<file path="config.mk">
export PLATFORM = sky130hd
export DESIGN_NAME = thread_switch_ctl
export DESIGN_NICKNAME = d
export VERILOG_FILES = /design/src/rtl/tsw_pkg.sv /design/src/rtl/tsw_datapath.sv /design/src/rtl/tsw_control.sv /design/src/rtl/thread_switch_ctl.sv
export SDC_FILE = /design/constraint.sdc
export NUM_CORES = 1
export LEC_CHECK = 0
export ABC_CLOCK_PERIOD_IN_PS = 8700
export CAP_MARGIN = 25
export CORE_MARGIN = 2
export CORE_UTILIZATION = 63
export CTS_BUF_LIST = sky130_fd_sc_hd__clkbuf_2 sky130_fd_sc_hd__clkbuf_4 sky130_fd_sc_hd__clkbuf_8
export CTS_CLUSTER_DIAMETER = 30
export DETAILED_ROUTE_END_ITERATION = 12
export DONT_BUFFER_PORTS = 1
export PLACE_DENSITY = 0.78
export SETUP_SLACK_MARGIN = 0.3
export SKIP_LAST_GASP = 1
export SLEW_MARGIN = 20
export SYNTH_ARGS = -nofsm -noshare
export SYNTH_HDL_FRONTEND = slang
export SYNTH_HIERARCHICAL = 1
export SYNTH_SLANG_ARGS = --single-unit
</file>
<file path="constraint.sdc">
create_clock -name clk -period 8.7 [get_ports clk]
set_clock_uncertainty 0.1 [all_clocks]
set_input_delay 1.74 -clock clk [delete_from_list [all_inputs] [get_ports clk]]
set_output_delay 1.74 -clock clk [all_outputs]
set_load 0.01 [all_outputs]
</file>
<file path="src/rtl/tsw_pkg.sv">
package tsw_pkg;

  // Strobes from the switch sequencer to the urgency/quantum datapath
  typedef struct packed {
    logic beginSwitch;   // a switch starts this cycle
    logic quantumCause;  // the slice expiry is one cause of this switch
    logic endSwitch;     // the flush ends this cycle, flip foreground
    logic runPhase;      // no flush in progress
  } tswStrobes_t;

endpackage

</file>
<file path="src/rtl/tsw_datapath.sv">
module tsw_datapath
  import tsw_pkg::*;
#(
  parameter int URG_W       = 3,
  parameter int URG_INIT    = 5,
  parameter int REFILL_CAP  = 5,
  parameter int QUANTUM_URG = 7,
  parameter int IRQ_URG     = 6,
  parameter int QUANTUM     = 16
) (
  input  logic                   clk,
  input  logic                   rstN,
  input  tswStrobes_t            strobes,
  input  logic                   missEv,
  input  logic                   refillEv,
  input  logic                   refillThread,
  input  logic                   bgIrqEv,
  output logic                   fgThread,
  output logic [1:0][URG_W-1:0]  urgLevel,
  output logic                   quantumExpired,
  output logic                   missSwitchOk,
  output logic                   refillSwitchOk
);

  localparam int QCNT_W = (QUANTUM > 2) ? $clog2(QUANTUM) : 1;
  localparam logic [QCNT_W-1:0] QRELOAD = QCNT_W'(QUANTUM - 1);
  localparam logic [URG_W-1:0] INIT_V = URG_W'(URG_INIT);
  localparam logic [URG_W-1:0] CAP_V  = URG_W'(REFILL_CAP);
  localparam logic [URG_W-1:0] QURG_V = URG_W'(QUANTUM_URG);
  localparam logic [URG_W-1:0] IRQ_V  = URG_W'(IRQ_URG);
  localparam logic [URG_W-1:0] ONE_V  = URG_W'(1);

  logic                  fgQ;
  logic [QCNT_W-1:0]     qCntQ;
  logic [1:0][URG_W-1:0] nextUrg;
  logic                  bgWins;

  // Per-thread urgency register with its update priority:
  // interrupt (background) > miss (foreground) > refill (named thread)
  for (genvar t = 0; t < 2; t++) begin : g_thread
    localparam logic THR = 1'(t);
    logic             isFg;
    logic [URG_W-1:0] urgQ;
    logic [URG_W-1:0] urgNxt;

    assign isFg = (fgQ == THR);

    always_comb begin
      urgNxt = urgQ;
      if (bgIrqEv && !isFg) begin
        urgNxt = IRQ_V;
      end else if (missEv && isFg) begin
        urgNxt = (urgQ == '0) ? '0 : urgQ - ONE_V;
      end else if (refillEv && (refillThread == THR) && (urgQ < CAP_V)) begin
        urgNxt = urgQ + ONE_V;
      end
    end

    always_ff @(posedge clk) begin
      if (!rstN) begin
        urgQ <= INIT_V;
      end else if (strobes.quantumCause && isFg) begin
        urgQ <= QURG_V;
      end else begin
        urgQ <= urgNxt;
      end
    end

    assign nextUrg[t]  = urgNxt;
    assign urgLevel[t] = urgQ;
  end

  assign bgWins         = nextUrg[~fgQ] > nextUrg[fgQ];
  assign missSwitchOk   = missEv && bgWins;
  assign refillSwitchOk = refillEv && (refillThread != fgQ) && bgWins;

  // Foreground ID flips only when the flush has drained
  always_ff @(posedge clk) begin
    if (!rstN) begin
      fgQ <= 1'b0;
    end else if (strobes.endSwitch) begin
      fgQ <= ~fgQ;
    end
  end

  // Time-slice down-counter: reload at switch start, hold during flush
  always_ff @(posedge clk) begin
    if (!rstN) begin
      qCntQ <= QRELOAD;
    end else if (strobes.beginSwitch) begin
      qCntQ <= QRELOAD;
    end else if (strobes.runPhase && (qCntQ != '0)) begin
      qCntQ <= qCntQ - 1'b1;
    end
  end

  assign quantumExpired = (qCntQ == '0);
  assign fgThread       = fgQ;

  // a miss lowers the foreground level by one
  p_miss_dec_r2: assert property (@(posedge clk) disable iff (!rstN)
    (missEv && !strobes.quantumCause && urgLevel[fgThread] != '0)
    |=> urgLevel[$past(fgThread)] == $past(urgLevel[fgThread]) - ONE_V);

  // a miss at level zero stays at zero
  p_miss_floor_r2: assert property (@(posedge clk) disable iff (!rstN)
    (missEv && !strobes.quantumCause && urgLevel[fgThread] == '0)
    |=> urgLevel[$past(fgThread)] == '0);

  // refills do not lift a level that is already at or above the cap
  p_refill_cap_r3: assert property (@(posedge clk) disable iff (!rstN)
    (refillEv && urgLevel[refillThread] >= CAP_V
     && !(bgIrqEv && refillThread != fgThread)
     && !(missEv && refillThread == fgThread)
     && !(strobes.quantumCause && refillThread == fgThread))
    |=> urgLevel[$past(refillThread)] == $past(urgLevel[refillThread]));

  // slice expiry leaves the outgoing thread at the top level
  p_quantum_top_r4: assert property (@(posedge clk) disable iff (!rstN)
    strobes.quantumCause |=> urgLevel[$past(fgThread)] == QURG_V);

  // an interrupt for the waiting thread forces its level
  p_irq_level_r5: assert property (@(posedge clk) disable iff (!rstN)
    bgIrqEv |=> urgLevel[$past(~fgThread)] == IRQ_V);

  // the slice counter restarts from its full value at each switch
  p_quantum_reload_r10: assert property (@(posedge clk) disable iff (!rstN)
    strobes.beginSwitch |=> qCntQ == QRELOAD);

endmodule

</file>
<file path="src/rtl/tsw_control.sv">
module tsw_control
  import tsw_pkg::*;
#(
  parameter int FLUSH_CYCLES = 3
) (
  input  logic        clk,
  input  logic        rstN,
  input  logic        quantumExpired,
  input  logic        missSwitchOk,
  input  logic        refillSwitchOk,
  input  logic        spinInvEv,
  input  logic        swHintEv,
  input  logic        lowPowerEv,
  output tswStrobes_t strobes,
  output logic        flushActive,
  output logic        switchDone
);

  localparam int FCNT_W = (FLUSH_CYCLES > 2) ? $clog2(FLUSH_CYCLES) : 1;
  localparam logic [FCNT_W-1:0] FLOAD = FCNT_W'(FLUSH_CYCLES - 1);

  typedef enum logic { ST_RUN, ST_FLUSH } tswState_e;

  tswState_e         stateQ;
  logic [FCNT_W-1:0] flushCntQ;
  logic              doneQ;
  logic              running;
  logic              trigger;

  assign running = (stateQ == ST_RUN);
  assign trigger = running && (quantumExpired || spinInvEv || swHintEv ||
                               lowPowerEv || missSwitchOk || refillSwitchOk);

  always_comb begin
    strobes.runPhase     = running;
    strobes.beginSwitch  = trigger;
    strobes.quantumCause = running && quantumExpired;
    strobes.endSwitch    = (stateQ == ST_FLUSH) && (flushCntQ == '0);
  end

  always_ff @(posedge clk) begin
    if (!rstN) begin
      stateQ    <= ST_RUN;
      flushCntQ <= '0;
      doneQ     <= 1'b0;
    end else begin
      doneQ <= strobes.endSwitch;
      case (stateQ)
        ST_RUN: begin
          if (trigger) begin
            stateQ    <= ST_FLUSH;
            flushCntQ <= FLOAD;
          end
        end
        ST_FLUSH: begin
          if (flushCntQ == '0) begin
            stateQ <= ST_RUN;
          end else begin
            flushCntQ <= flushCntQ - 1'b1;
          end
        end
        default: stateQ <= ST_RUN;
      endcase
    end
  end

  assign flushActive = (stateQ == ST_FLUSH);
  assign switchDone  = doneQ;

  // Length of the current flush window, counted independently
  int flushSeen;
  always_ff @(posedge clk) begin
    if (!rstN || !flushActive) flushSeen <= 0;
    else                       flushSeen <= flushSeen + 1;
  end

  // the flush request lasts exactly FLUSH_CYCLES cycles
  p_flush_len_r8: assert property (@(posedge clk) disable iff (!rstN)
    $fell(flushActive) |-> flushSeen == FLUSH_CYCLES);

  // completion is a single-cycle pulse that follows a flush
  p_done_pulse_r8: assert property (@(posedge clk) disable iff (!rstN)
    switchDone |=> !switchDone);
  p_done_after_flush_r8: assert property (@(posedge clk) disable iff (!rstN)
    switchDone |-> $past(flushActive) && !flushActive);

  // no new switch may begin while flushing
  p_no_retrigger_r9: assert property (@(posedge clk) disable iff (!rstN)
    flushActive |-> !strobes.beginSwitch);

endmodule

</file>
<file path="src/rtl/thread_switch_ctl.sv">
module thread_switch_ctl
  import tsw_pkg::*;
#(
  parameter int URG_W        = 3,
  parameter int URG_INIT     = 5,
  parameter int REFILL_CAP   = 5,
  parameter int QUANTUM_URG  = 7,
  parameter int IRQ_URG      = 6,
  parameter int QUANTUM      = 16,
  parameter int FLUSH_CYCLES = 3
) (
  input  logic             clk,
  input  logic             rstN,
  input  logic             missEv,
  input  logic             refillEv,
  input  logic             refillThread,
  input  logic             spinInvEv,
  input  logic             swHintEv,
  input  logic             lowPowerEv,
  input  logic             bgIrqEv,
  output logic             fgThread,
  output logic             flushActive,
  output logic             switchDone,
  output logic [URG_W-1:0] urgThread0,
  output logic [URG_W-1:0] urgThread1
);

  tswStrobes_t           strobes;
  logic [1:0][URG_W-1:0] urgLevel;
  logic                  quantumExpired;
  logic                  missSwitchOk;
  logic                  refillSwitchOk;

  tsw_datapath #(
    .URG_W(URG_W), .URG_INIT(URG_INIT), .REFILL_CAP(REFILL_CAP),
    .QUANTUM_URG(QUANTUM_URG), .IRQ_URG(IRQ_URG), .QUANTUM(QUANTUM)
  ) u_datapath (
    .clk(clk), .rstN(rstN), .strobes(strobes),
    .missEv(missEv), .refillEv(refillEv), .refillThread(refillThread),
    .bgIrqEv(bgIrqEv), .fgThread(fgThread), .urgLevel(urgLevel),
    .quantumExpired(quantumExpired), .missSwitchOk(missSwitchOk),
    .refillSwitchOk(refillSwitchOk)
  );

  tsw_control #(
    .FLUSH_CYCLES(FLUSH_CYCLES)
  ) u_control (
    .clk(clk), .rstN(rstN), .quantumExpired(quantumExpired),
    .missSwitchOk(missSwitchOk), .refillSwitchOk(refillSwitchOk),
    .spinInvEv(spinInvEv), .swHintEv(swHintEv), .lowPowerEv(lowPowerEv),
    .strobes(strobes), .flushActive(flushActive), .switchDone(switchDone)
  );

  assign urgThread0 = urgLevel[0];
  assign urgThread1 = urgLevel[1];

  // every completed switch hands the pipe to the other thread
  p_fg_flip_r8: assert property (@(posedge clk) disable iff (!rstN)
    switchDone |-> fgThread != $past(fgThread));

endmodule

</file>
==> impl_metrics.tcl <==
set metrics [dict create \
    cap_violations 0 \
    die_h_microns 48.6 \
    ant_nets 0 \
    finish.utilization_pct 65.4 \
    hp-start "u_control/flushCntQ[0]" \
    synth_edf_count 0 \
    hold_path_depth 1 \
    wirelength_microns 2470 \
    dr.pass1.iters 4 \
    p_leak_nw 0.529 \
    viasPerCell 6.10 \
    synth_ff_type "dfxtp_1" \
    cts_setup_buffers 0 \
    hold_viol 0 \
    rr_startpoint "u_datapath/g_thread[1].urgQ[0]" \
    rsz0062_at_grt "false" \
    drtIter0Drc 21 \
    slew_headroom_pct 46.6 \
    synth_cell_types 47 \
    reg2reg_slack_ns 5.13 \
    yosys_warnings 6 \
    track_usage_pct 21.4 \
    max_freq_mhz 240 \
    htreeDepth 1 \
    antenna_found_initial 0 \
    reg2regPathDepth 15 \
    grt_overflow_total 0 \
    post_cts_resized 0 \
    drc 0 \
    worstPathCellList "or3b_1, a32o_1, a211o_1, ha_1, nor2b_1, o21ai_0, a32oi_1, and2_1, nor4_4, a21oi_1, nor2_1, o211ai_1" \
    gp_congestion 0.873 \
    whs_ns 0.365 \
    fin_crit_sh_pct 47.9 \
    grt_pass1_vias 1016 \
    synthesis.instances 154 \
    worst-setup-path-type "in -> reg" \
    num_vias 1074 \
    io_buffers 0 \
    crit_buf_inv 0 \
    clk_pin_slew_ns 0.09 \
    cts_sinks 15 \
    start_util_pct 65.3 \
    drive_above_1_share_pct 10.1 \
    rows 16 \
    clkLatencyLatePin_ns 0.28 \
    clockBufferDepth 2 \
    num-fill-cells 185 \
    finalSetupViolCount 0 \
    cp-start-kind "input port" \
    ff_latch_area_sq_um 300 \
    clockRootBuffer "clkbuf_4" \
    ir_worst_vdd_mv 0.144 \
    post-route-min-period_ns 4.17 \
    grt_pass1_wl_microns 4130 \
    synth_nets 174 \
    worstPathRequired_ns 8.76 \
    path_max_fanout 10 \
    endpoint_kind "flip-flop" \
    synth_area_sq_mm 0.00125 \
    r2r-end "u_datapath/qCntQ[1]" \
    crit_arrival_ns 4.22 \
    fin_tns_setup_ns 0 \
    ys_ff_latch 15 \
    cts_inserted_buffers 3 \
    dpl.hpwl_microns 1910 \
    slowest_delay_ns 0.34 \
    io_pins 18 \
    layout_common_cells "nand2_1, dfxtp_1, inv_1" \
    power_uw 250 \
    die_w_microns 48.6 \
    wire_per_inst_microns 14.0 \
    worst_slew_pin_slew_ns 0.799 \
    multi_input_area_sq_um 846 \
    p_per_area_mw_per_mm2 199 \
    postSynth.asyncResetShare_pct 0 \
    core_sq_mm 0.00192 \
    hold_path.class "reg -> reg" \
    path_delay_family "simple AND/OR/NAND/NOR gates" \
    nets 170 \
    cts_hold_buf 0 \
    crit_slowest_cell "or3b_1" \
    grt_max_degree 23 \
    holdPathEnd "u_control/flushCntQ[0]" \
    seq_area_frac_synth_pct 23.9 \
    dieArea_sq_mm 0.00236 \
    avgSynthCellArea_sq_um 8.15 \
    syn_to_final_growth_pct 0.0993 \
    slew_viol_final 0 \
    cts_tree "built" \
    antenna_cells 0 \
    outcome "finished clean" \
]
==> state kept, by name (all words and copies together), names as in the netlist <==
name,count
u_control/flushActive,1
u_control/flushCntQ,2
u_control/switchDone,1
u_datapath/fgThread,1
u_datapath/g_thread.urgQ,6
u_datapath/qCntQ,4
==> synth_stat cells, types with 2 or more instances <==
library cell	instances	area (sq um)
a211oi_1	3	22.5
a21oi_1	7	35.0
a31oi_1	3	18.8
a32oi_1	2	17.5
and2_1	2	12.5
and3_1	3	18.8
buf_2	3	15.0
buf_4	4	30.0
dfxtp_1	15	300
ha_1	11	138
inv_1	13	48.8
mux2_2	4	45.0
mux2i_1	2	20.0
nand2_1	15	56.3
nand2b_1	2	12.5
nand3_1	4	20.0
nand3b_1	5	37.5
nor2_1	9	33.8
nor2b_1	5	31.3
nor3_1	6	30.0
nor3b_1	3	22.5
o211a_1	2	20.0
o21a_1	2	15.0
o21ai_0	4	20.0
xnor2_1	2	17.5
xor2_1	2	17.5
==> layout make-up <==
type | count | share of cell area [%]
clock buffers | 3 | 1.79
clock inverters | 1 | 0.398
inverters | 13 | 3.88
multi-input cells | 117 | 67.3
flip-flops and latches | 15 | 23.9
well taps | 27 | 2.69
==> worst max-delay path by stage <==
stage | start | endpoint | slack [ns] | cells past startpoint
finish | refillThread | u_datapath/qCntQ[1] | 4.53 | 12
global route | refillThread | u_datapath/qCntQ[1] | 4.35 | 12
CTS | refillThread | u_datapath/qCntQ[1] | 4.55 | 12
detailed placement | refillThread | u_datapath/qCntQ[2] | 4.25 | 12
global placement | refillThread | u_datapath/qCntQ[1] | 4.36 | 12
floorplan | refillThread | u_datapath/qCntQ[1] | 4.20 | 14
==> where the power goes <==
group | switching, mW | internal [mW] | total [mW] | leakage (nW)
registers | 0.0236 | 0.0791 | 0.103 | 0.124
clock network | 0.0218 | 0.0171 | 0.0389 | 0.0177
logic | 0.0553 | 0.0536 | 0.109 | 0.388
==> stage by stage <==
stage	std cells	area (sq um)	setup WS, ns
after CTS	176	1260	4.55
final	176	1260	4.53
after global placement	172	1230	4.36
after global routing	176	1260	4.35
after detailed placement	172	1230	4.25
after floorplan	154	1250	4.20
==> routing by layer <==
layer / track usage [%] / vias up / wire length [microns] / part of all wire (%)
li1: - / 540 / - / -
met1: 25.2 / 501 / 1120 / 45
met2: 37.9 / 26 / 1170 / 47
met3: 4.32 / 7 / 132 / 5.4
met4: 8.57 / 0 / 48 / 1.9
met5: 0 / - / 0 / 0
==> cell families (layout without fill, tap and decap cells) <==
logic type,count (synthesis),after routing,share of synthesized area [%]
AOI/OAI and AO/OA,34,34,20.2
xor gates and xnor gates,4,4,2.79
adders and majority gates,11,11,11.0
muxes,6,6,5.18
buffers and inverters,22,17,8.67
DFF,15,15,23.9
and+or+nand+nor,62,62,28.2
(Power assumes the default switching activity.)
